## src/rtl/oam_dma_pkg.sv

```systemverilog
package oam_dma_pkg;

  // strobes passed from the sequencer to the address/data path
  typedef struct packed {
    logic load;   // accepted start: reload source and index
    logic step;   // move one byte this cycle
  } dmaStrobe_t;

endpackage

```

## src/rtl/oam_dma_ctrl.sv

```systemverilog
module oam_dma_ctrl
  import oam_dma_pkg::*;
#(
  parameter int ADDR_W      = 16,
  parameter int COUNT       = 160,
  parameter int FIRST_DELAY = 8,
  parameter int STEP_DELAY  = 4,
  parameter int LIMIT_BASE  = 16'hF100
) (
  input  logic              clk,
  input  logic              rstN,
  input  logic              tickEn,
  input  logic              startValid,
  input  logic [ADDR_W-1:0] startBase,
  output dmaStrobe_t        strobe,
  output logic              busy,
  output logic              done
);

  localparam int WAIT_MAX = (FIRST_DELAY > STEP_DELAY) ? FIRST_DELAY : STEP_DELAY;
  localparam int WAIT_W   = $clog2(WAIT_MAX + 1);
  localparam int REM_W    = $clog2(COUNT + 1);

  logic [REM_W-1:0]  remain;
  logic [WAIT_W-1:0] waitCnt;
  logic              loadReq;
  logic              active;
  logic              stepNow;

  assign loadReq = startValid && (startBase <= ADDR_W'(LIMIT_BASE));
  assign active  = (remain != '0);
  assign stepNow = !loadReq && tickEn && active && (waitCnt == WAIT_W'(1));

  always_ff @(posedge clk) begin
    if (!rstN) begin
      remain  <= '0;
      waitCnt <= '0;
      done    <= 1'b0;
    end else begin
      done <= stepNow && (remain == REM_W'(1));
      if (loadReq) begin
        remain  <= REM_W'(COUNT);
        waitCnt <= WAIT_W'(FIRST_DELAY);
      end else if (tickEn && active) begin
        if (waitCnt == WAIT_W'(1)) begin
          remain  <= remain - REM_W'(1);
          waitCnt <= WAIT_W'(STEP_DELAY);
        end else begin
          waitCnt <= waitCnt - WAIT_W'(1);
        end
      end
    end
  end

  assign strobe.load = loadReq;
  assign strobe.step = stepNow;
  assign busy        = active;

endmodule

```

## src/rtl/oam_dma_path.sv

```systemverilog
module oam_dma_path
  import oam_dma_pkg::*;
#(
  parameter int ADDR_W = 16,
  parameter int DATA_W = 8,
  parameter int COUNT  = 160
) (
  input  logic                     clk,
  input  logic                     rstN,
  input  dmaStrobe_t               strobe,
  input  logic [ADDR_W-1:0]        startBase,
  output logic                     rdEn,
  output logic [ADDR_W-1:0]        rdAddr,
  input  logic [DATA_W-1:0]        rdData,
  output logic                     wrEn,
  output logic [$clog2(COUNT)-1:0] wrIdx,
  output logic [DATA_W-1:0]        wrData
);

  localparam int IDX_W = $clog2(COUNT);

  logic [ADDR_W-1:0] srcAddr;
  logic [IDX_W-1:0]  dstIdx;

  always_ff @(posedge clk) begin
    if (!rstN) begin
      srcAddr <= '0;
      dstIdx  <= '0;
    end else if (strobe.load) begin
      srcAddr <= startBase;
      dstIdx  <= '0;
    end else if (strobe.step) begin
      srcAddr <= srcAddr + ADDR_W'(1);
      dstIdx  <= dstIdx + IDX_W'(1);
    end
  end

  assign rdEn   = strobe.step;
  assign rdAddr = srcAddr;
  assign wrEn   = strobe.step;
  assign wrIdx  = dstIdx;
  assign wrData = rdData;

endmodule

```

## src/rtl/oam_copy_dma.sv

```systemverilog
module oam_copy_dma
  import oam_dma_pkg::*;
#(
  parameter int ADDR_W      = 16,
  parameter int DATA_W      = 8,
  parameter int COUNT       = 160,
  parameter int FIRST_DELAY = 8,
  parameter int STEP_DELAY  = 4,
  parameter int LIMIT_BASE  = 16'hF100
) (
  input  logic                     clk,
  input  logic                     rstN,
  input  logic                     tickEn,
  input  logic                     startValid,
  input  logic [ADDR_W-1:0]        startBase,
  output logic                     rdEn,
  output logic [ADDR_W-1:0]        rdAddr,
  input  logic [DATA_W-1:0]        rdData,
  output logic                     wrEn,
  output logic [$clog2(COUNT)-1:0] wrIdx,
  output logic [DATA_W-1:0]        wrData,
  output logic                     busy,
  output logic                     busLock,
  output logic                     done
);

  dmaStrobe_t strobe;

  oam_dma_ctrl #(
    .ADDR_W(ADDR_W), .COUNT(COUNT), .FIRST_DELAY(FIRST_DELAY),
    .STEP_DELAY(STEP_DELAY), .LIMIT_BASE(LIMIT_BASE)
  ) u_ctrl (
    .clk(clk), .rstN(rstN), .tickEn(tickEn), .startValid(startValid),
    .startBase(startBase), .strobe(strobe), .busy(busy), .done(done)
  );

  oam_dma_path #(
    .ADDR_W(ADDR_W), .DATA_W(DATA_W), .COUNT(COUNT)
  ) u_path (
    .clk(clk), .rstN(rstN), .strobe(strobe), .startBase(startBase),
    .rdEn(rdEn), .rdAddr(rdAddr), .rdData(rdData),
    .wrEn(wrEn), .wrIdx(wrIdx), .wrData(wrData)
  );

  // the engine's own read is exempt from the lockout it imposes
  assign busLock = busy && !rdEn;

endmodule

```

## config.mk

```make
export PLATFORM = sky130hd
export DESIGN_NAME = oam_copy_dma
export DESIGN_NICKNAME = d
export VERILOG_FILES = /design/src/rtl/oam_dma_pkg.sv /design/src/rtl/oam_dma_ctrl.sv /design/src/rtl/oam_dma_path.sv /design/src/rtl/oam_copy_dma.sv
export SDC_FILE = /design/constraint.sdc
export NUM_CORES = 1
export LEC_CHECK = 0
export BUFFER_PORTS_ARGS = -buffer_cell sky130_fd_sc_hd__buf_2
export CORE_UTILIZATION = 47
export CTS_CLUSTER_SIZE = 20
export DETAILED_ROUTE_END_ITERATION = 10
export PLACE_DENSITY = 0.76
export SLEW_MARGIN = 0
export SYNTH_ARGS = -nofsm -noshare
export SYNTH_HDL_FRONTEND = slang
export SYNTH_SLANG_ARGS = --single-unit
```

## constraint.sdc

```tcl
create_clock -name clk -period 1.74 [get_ports clk]
set_input_delay 0.087 -clock clk [delete_from_list [all_inputs] [get_ports clk]]
set_output_delay 0.087 -clock clk [all_outputs]
set_load 0.05 [all_outputs]
```

==> results of run 1 <==
-- final timing paths --
path | from | endpoint | depth (start not counted)
worst max register to register | u_ctrl.remain[0]$_SDFFE_PP0P_ | u_path.rdAddr[8]$_SDFFE_PN0P_ | 9
worst max-delay path | u_ctrl.remain[0]$_SDFFE_PP0P_ | u_path.rdAddr[8]$_SDFFE_PN0P_ | 9
worst min-delay path | startBase[3] | u_path.rdAddr[3]$_SDFFE_PN0P_ | 3
worst min register to register | u_path.rdAddr[5]$_SDFFE_PN0P_ | u_path.rdAddr[5]$_SDFFE_PN0P_ | 2
-- cell families after synthesis --
| kind of cell | after synthesis | synth area share |
|---|---|---|
| AOI/OAI and AO/OA | 78 | 0.251 |
| xor gates and xnor gates | 9 | 0.0345 |
| and+or+nand+nor | 95 | 0.241 |
| buffers and inverters | 34 | 0.102 |
| muxes | 2 | 0.00876 |
| adders and majority gates | 7 | 0.0383 |
| DFF | 37 | 0.324 |
-- cell type report --
| type | count | area (um2) |
|---|---|---|
| clock inverter | 2 | 37.5 |
| clock buffer | 6 | 82.6 |
| tap | 54 | 67.6 |
| inverter | 11 | 43.8 |
| fill | 315 | 1400 |
| multi-input combinational | 191 | 1560 |
| timing repair buffer | 104 | 743 |
| sequential | 37 | 764 |
-- routing by layer --
| metal | track usage | up-vias |
|---|---|---|
| li1 | - | 1183 |
| met1 | 0.341 | 1230 |
| met2 | 0.452 | 128 |
| met3 | 0.0520 | 25 |
| met4 | 0.137 | 0 |
| met5 | 0 | - |
-- state kept, by name, summed over array words and instances, names as in the netlist --
| register | flops |
|---|---|
| u_path.rdAddr | 16 |
| u_ctrl.remain | 8 |
| u_ctrl.done | 1 |
| u_path.wrIdx | 8 |
| u_ctrl.waitCnt | 4 |
-- cell usage after synthesis (4+ instances only) --
cell type  instances  area [um2]
a211oi_1           6        45.0
a21oi_1           23         115
a311oi_1           9        78.8
a311oi_2           4        60.1
a31oi_1            4        25.0
buf_4              9        67.6
buf_6              5        56.3
dfxtp_1           37         741
ha_1               7        87.6
inv_1              9        33.8
nand2_1           15        56.3
nand3_1           13        65.1
nand4_1            9        56.3
nor2_1            18        67.6
nor4_1             5        31.3
o211ai_1           5        37.5
o21ai_0            4        20.0
o31ai_1            6        45.0
o41ai_1            7        61.3
or3_2              5        37.5
xnor2_1            5        43.8
xor2_1             4        35.0
-- stage by stage --
step | power [W] | hold slack, ps | area [um2] | instances | worst slack, ps
2_1_floorplan | 0.00134 | 218 | 2400 | 262 | -92.3
3_3_place_gp | 0.00144 | 175 | 2850 | 384 | -96.9
3_5_place_dp | 0.00144 | 175 | 2850 | 384 | -176
4_1_cts | 0.00228 | 98.1 | 3140 | 403 | -166
5_1_grt | 0.00241 | 118 | 3300 | 405 | -236
6_report | 0.00233 | 95.7 | 3300 | 405 | -192
-- placed cells by master, fill, tap and decap left out, drive strengths merged, types with 4 or more instances in the layout --
cell	count
buf	104
dfxtp	37
a21oi	24
nor2	18
nand2	17
nand3	13
a311oi	13
inv	10
nand4	9
or4	7
o41ai	7
ha	7
o21ai	7
clkbuf	6
o31ai	6
a211oi	6
nor4	6
or3	6
o211ai	5
xnor2	5
a31oi	4
xor2	4
-- power by group through the flow --
stage | Combinational (W) | Sequential [W] | Clock (W)
2_1_floorplan | 0.000284 | 0.00105 | 0
3_3_place_gp | 0.000478 | 0.000958 | 0
3_5_place_dp | 0.000485 | 0.000959 | 0
4_1_cts | 0.000532 | 0.000940 | 0.000805
5_1_grt | 0.000613 | 0.000952 | 0.000846
6_report | 0.000576 | 0.000947 | 0.000806
-- critical path, delay by kind of cell, from the launching register on --
family,cells,cell delay [ps]
AOI/OAI and AO/OA,3,470
adders and majority gates,1,130
DFF,1,330
and+or+nand+nor,1,400
buffers and inverters,4,500
-- what timing repair did --
item / CTS / global route
cloned: 0 / 0
setup endpoints to repair: 24 / 37
buffers inserted: 11 / 4
resized for setup: 21 / 32
pin swaps: 12 / 14
endpoints found under the hold margin: 0 / 0
==> run metrics, run 1 <==
reg-to-reg slack, setup=-190 ps; M1 wire length=about 2900 um; Fin Clk Skew=between 2 and 2.5 ps; CP max FO=14; most frequent CP cell=buf_4; worst-path cell chain=inv_2 -> ha_4 -> or3b_4 -> o21ai_4 -> buf_8 -> buf_4 -> buf_4 -> o41ai_4 -> a311oi_1; Setup Crit Path Kind=flip-flop to flip-flop; Ports=65; number of synthesized flops with an enable pin=0; core area=between 4000 and 5000 um2; Skew-Pair Late Insertion Delay=about 300 ps; ANT cells=0; die width=approximately 72 um; FFs w/ async S/R, synth=0; fin crit period=between 1500 and 2000 ps; post-synthesis cell area=2290 um2; slowest stage cell on the critical path=or3b_4; global route overflow=0; H-tree depth=2; pin count of the biggest net entering global routing=18; Fin. Hold Viols=0; post-layout net count=385; drt first pass iters=5; Net Switching=around 0.00074 W; internal power=around 0.0016 W; Post-Route WL=around 7400 um; Worst Path Required=around 1900 ps; met3 WL=~470 um; Static Leak=1.24 nW; starting density of the core=0.487; vias in the first global route=roughly 2400; gpl congestion=slightly above 0.9; Fmax=about 520 MHz; Final WS setup=-192 ps; Synthesis Warnings=0; final setup violation count=24; Post-Synthesis Net Count=a little under 300; Routed Antenna Nets=0; Layout Utilization=0.703; FF+latch count, synth=37; arrival time at the worst endpoint=2130 ps; P per Cell Area=706 nW/um2; Seq/Total Area, Yosys=0.324; Clock Pin Slew Worst Setup and Hold Paths=approximately 80 ps; routed via count=2566; top layer in use=met4; sequential power share=0.407; Main synth FF type=dfxtp_1; P&R area growth vs syn=44.2%; I/O Buffers=48; initial DRC count=283; Slew Limit Fails=0; crit end category=flip-flop; vias per cell=between 6 and 7; Sw Ratio=0.319; largest vdd supply drop=slightly below 700 uV; DR WL met2=around 3700 um; Post-Syn Instances=262; post-synth cell types=55; Residual DRC=0; layout cells sized above 1=0.519; site row count=25; setup_tns=-2010 ps; period utilization=1.11; initial antenna violation count=0; outcome=complete, but fails checks; CTS tree=built; Total GRT Usage=0.274; DR WL/cell=about 18 um; RSZ-0062 raised after global routing=true; Clock Tree Root=clkbuf_8; total CTS buffers=5; clock network power share=0.346; # Max-Cap Violations=0; first-pass GRT wire length=11200 um; violations in the final reports=negative setup slack; Avg Synthesized Cell Area=around 8.7 um2; HP Class=primary input to flip-flop; critical path's largest stage delay=roughly 400 ps; Die ar.=just over 5000 um2; cts hold-fix bufs=0; CTS sink cnt=37; worst slew pin tran=approximately 420 ps; startpoint types=flip-flop; HPWL after detailed placement=~4500 um; height of the chip=about 70 um; Longest Clk Path Bufs=2; Worst slew margin=0.719; combinational share of power=0.247
Power figures use the tool's default switching activity.
==> run 2: changes to the inputs <==
- CORE_UTILIZATION: 47 -> 50
- PLACE_DENSITY: 0.76 -> 0.77
- clock period: 1.74 -> 1.8 ns (I/O delays scaled with it)
==> run metrics, run 2 (synthesis results as in run 1) <==
outcome=complete, but fails checks; violations in the final reports=negative setup slack; met1 Use GR=0.334; pin count of the biggest net entering global routing=16; Worst R2R Path Depth=8; met3 Use GR=0.0494; ANT cells=0; vias in the first global route=2317; FF-to-FF End=u_path.rdAddr[5]$_SDFFE_PN0P_; Fin Clk Skew=approximately 5.4 ps; worst slew pin tran=slightly below 600 ps; arrival time at the worst endpoint=roughly 1800 ps; CP max FO=4; Post-Route WL=roughly 7000 um; die width=between 60 and 70 um; vias per cell=6.28; routed via count=~2500; internal power=about 0.0014 W; Total Power=0.00207 W; drt first pass iters=4; Clock Tree Root=clkbuf_8; Static Leak=1.22 nW; gpl congestion=between 0.8 and 0.9; reg-to-reg slack, setup=-80 ps; RSZ-0062 raised after global routing=true; initial DRC count=approximately 210; site row count=24; placed cells=376; core area=approximately 4400 um2; P per Cell Area=~630 nW/um2; Largest register FFs=16; fin crit period=1900 ps; Routed Antenna Nets=0; Net Switching=slightly above 0.0007 W; DR WL/cell=between 15 and 20 um; Worst Hold Endpoint=u_path.rdAddr[5]$_SDFFE_PN0P_; clock network power share=0.286; Total GRT Usage=0.269; Sw Ratio=0.344; Layout Utilization=0.744; most common cell after layout, fill and taps aside=buf_2; Fin. Hold Viols=0; largest vdd supply drop=roughly 400 uV; Fmax=around 530 MHz; height of the chip=roughly 70 um; dpl cell area=about 2800 um2; hold depth=3; Residual DRC=0; most frequent cells in the layout=buf_2, buf_4, dfxtp_1; Longest Clk Path Bufs=2; Worst Path Required=1710 ps; final setup violation count=11; starting density of the core=0.521; HPWL after detailed placement=4450 um; combinational share of power=0.271; global route overflow=0; met2 usage in global routing=0.463; Final WS setup=-98.0 ps; Ports=65; Skew-Pair Late Insertion Delay=slightly below 300 ps; HP Start=startBase[5]; Most Crowded Layer GR=met2; Non-Filler Instances=401; Worst slew margin=0.614; CTS tree=built; sequential power share=0.443; cts hold-fix bufs=0; # Max-Cap Violations=0; layout cells sized above 1=0.519; Die ar.=4850 um2; startpoint types=flip-flop; CTS sink cnt=37; H-tree depth=2; HP Class=primary input to flip-flop; post-layout net count=roughly 380; total CTS buffers=5; initial antenna violation count=0; Slew Limit Fails=0; Clock Pin Slew Worst Setup and Hold Paths=about 80 ps; post-layout instance area=3260 um2; crit end category=primary output; Setup Crit Path Kind=flip-flop to primary output; first-pass GRT wire length=10700 um; P&R area growth vs syn=42.7%; Crit Reg-Reg Startpoint=u_ctrl.remain[0]$_SDFFE_PP0P_; period utilization=1.05; I/O Buffers=48
[run 2: final cells by class]
type | instances | area [um2]
fillers | 309 | 1120
well taps | 52 | 65.1
clock buffers | 5 | 68.8
repair buffers | 100 | 709
clock inverters | 3 | 21.3
flip-flops and latches | 37 | 763
inverters | 11 | 43.8
multi-input cells | 193 | 1590
[run 2: critical path: stages, from the launching register on]
cell and delay, ps:
dfxtp_2 330, inv_2 70, ha_4 130, or3b_4 410, o21ai_4 250, buf_6 150
nor2_4 40, buf_6 150
[run 2: what timing repair did]
item                       CTS  global route
gates resized for setup     26            30
pin swaps                   11            11
gates cloned                 1             1
buffers inserted            11             4
setup endpoints to repair   24            30
[run 2: metal layers]
layer	share of wire	wire length, um
met5	0	0
met4	0.011	80
met3	0.070	504
met2	0.50	3570
met1	0.42	3020
[run 2: power by group through the flow]
stage               Clock (W)  Sequential, W  Combinational, W
detailed placement          0       0.000925          0.000459
finish               0.000590       0.000916          0.000560
global placement            0       0.000924          0.000452
CTS                  0.000594       0.000908          0.000512
global route         0.000620       0.000919          0.000589
floorplan                   0        0.00102          0.000271
[run 2: worst max-delay path by stage]
stage               depth (start not counted)                             end  slack [ps]                          start
global route                                7                            wrEn        -160  u_ctrl.remain[1]$_SDFFE_PP0P_
detailed placement                          7  u_path.rdAddr[10]$_SDFFE_PN0P_        -180  u_ctrl.remain[1]$_SDFFE_PP0P_
global placement                            7                            wrEn        -130  u_ctrl.remain[1]$_SDFFE_PP0P_
floorplan                                   8  u_path.rdAddr[12]$_SDFFE_PN0P_         -20  u_ctrl.remain[1]$_SDFFE_PP0P_
finish                                      7                            rdEn        -100  u_ctrl.remain[0]$_SDFFE_PP0P_
CTS                                         7                            rdEn         -70  u_ctrl.remain[1]$_SDFFE_PP0P_
[run 2: metrics by stage]
stage	setup slack (ps)	setup TNS [ps]	hold WS, ps
after floorplan	-22.6	-43.0	221
after global placement	-133	-1080	180
after detailed placement	-178	-1880	180
after CTS	-69.8	-334	105
after global routing	-159	-1500	108
final	-98.0	-519	104
==> run 3: changes to the inputs <==
- BUFFER_PORTS_ARGS: -buffer_cell sky130_fd_sc_hd__buf_2 -> -buffer_cell sky130_fd_sc_hd__buf_4
==> run metrics, run 3 (synthesis results as in run 1) <==
outcome=complete, but fails checks; violations in the final reports=negative setup slack; gpl congestion=between 0.8 and 0.9; Worst slew margin=0.757; first-pass GRT wire length=about 10000 um; Post-Place Setup Slack=-177 ps; drt first pass iters=5; Worst Path Required=around 1700 ps; Total Power=0.00240 W; Largest register FFs=16; # Max-Cap Violations=0; period utilization=1.06; vias per cell=~6.4; core area=4380 um2; die width=69.6 um; global route overflow=0; RSZ-0062 raised after global routing=true; CTS tree=built; HP Class=primary input to flip-flop; final setup violation count=14; Final WS setup=-100 ps; P per Cell Area=between 600 and 700 nW/um2; height of the chip=around 70 um; worst slew pin tran=between 300 and 400 ps; Fin. Hold Viols=0; initial antenna violation count=0; Ports=between 60 and 70; Skew-Pair Late Insertion Delay=approximately 300 ps; P&R area growth vs syn=51.0%; Clock Pin Slew Worst Setup and Hold Paths=around 80 ps; starting density of the core=0.521; layout cells sized above 1=0.506; Fin Clk Skew=7.03 ps; Fmax=526 MHz; Routed Antenna Nets=0; critical path's largest stage delay=between 500 and 600 ps; Slew Limit Fails=0; Non-Filler Instances=about 400; vias in the first global route=between 2000 and 2500; slowest stage cell on the critical path=or4_4; Clock Tree Root=clkbuf_8; fin crit period=approximately 1900 ps; site row count=24; Static Leak=1.29 nW; H-tree depth=2; CP max FO=8; arrival time at the worst endpoint=1810 ps; routed via count=2559; Setup Crit Path Kind=flip-flop to primary output; startpoint types=flip-flop; crit end category=primary output; most frequent cells in the layout=buf_4, dfxtp_1, a21oi_1, buf_6, nor2_1; largest vdd supply drop=approximately 460 uV; Die ar.=4850 um2; Post-Route WL=roughly 7400 um; Residual DRC=0; DR WL/cell=roughly 18 um; worst-path cell chain=or4_4 -> buf_6 -> nor2_4 -> inv_4 -> buf_8; I/O Buffers=48; pin count of the biggest net entering global routing=19; cts hold-fix bufs=0; most common cell after layout, fill and taps aside=buf_4; initial DRC count=roughly 210; setup_tns=-654 ps; placed cells=376; Total GRT Usage=0.264; ANT cells=0; post-layout net count=roughly 380; total CTS buffers=5; CTS sink cnt=37; HPWL after detailed placement=between 4000 and 5000 um; Longest Clk Path Bufs=2
==> run 3: changes by cell type in the layout (fill, tap and decap cells not counted), sizes merged <==
| cell | delta |
|---|---|
| buf | +1 |
| bufinv | +2 |
| clkinv | -1 |
| clkinvlp | -1 |
==> run 3: path summary, 6_finish.rpt <==
| check | start | endpoint | slack [ps] | cells after the start |
|---|---|---|---|---|
| min reg2reg | u_ctrl.remain[5]$_SDFFE_PN0P_ | u_ctrl.remain[5]$_SDFFE_PN0P_ | 510 | 2 |
| min | startBase[7] | u_path.rdAddr[7]$_SDFFE_PN0P_ | 110 | 3 |
| max reg2reg | u_ctrl.remain[0]$_SDFFE_PP0P_ | u_path.rdAddr[5]$_SDFFE_PN0P_ | -70 | 7 |
| max | u_ctrl.remain[4]$_SDFFE_PP0P_ | busy | -100 | 5 |
==> run 3: area by class of cell <==
type	instances	area, um2
multi-input combinational	193	1590
fill	258	933
timing repair buffer	101	850
sequential	37	763
clock buffer	5	68.8
clock inverter	3	68.8
tap	52	65.1
inverter	11	43.8
==> run 3: report_power, final <==
group	total (W)	leakage (nW)	switching, W	internal (W)
Clock	0.000888	0.0687	0.000329	0.000558
Combinational	0.000596	0.917	0.000340	0.000256
Sequential	0.000920	0.309	0.0000596	0.000860
==> run 3: repair_timing <==
action,in CTS,in global routing
resized for setup,24,31
pin swaps,10,17
buffers inserted,10,5
endpoints found under the setup margin,24,26
gates cloned,1,2
==> run 3: worst max-delay path: cells and delay by family (launching register included) <==
family	cells	cell delay, ps
AND/OR/NAND/NOR	2	780
flip-flops	1	330
buffers and inverters	3	400
==> run 3: metal layers <==
layer  part of all wire  wire length (um)  vias to the layer above  track usage
li1                   -                 -                     1176            -
met1               0.41              3020                     1234        0.348
met2               0.49              3630                      126        0.438
met5                  0                 0                        -            0
met4              0.024               180                        0       0.0733
met3              0.080               595                       23       0.0538
==> run 3: stage by stage <==
stage	area, um2	utilization	hold slack (ps)
2_1_floorplan	2380	-	221
3_3_place_gp	2910	0.663	180
3_5_place_dp	2910	0.663	180
4_1_cts	3250	0.742	108
5_1_grt	3450	0.787	112
6_report	3450	0.787	109
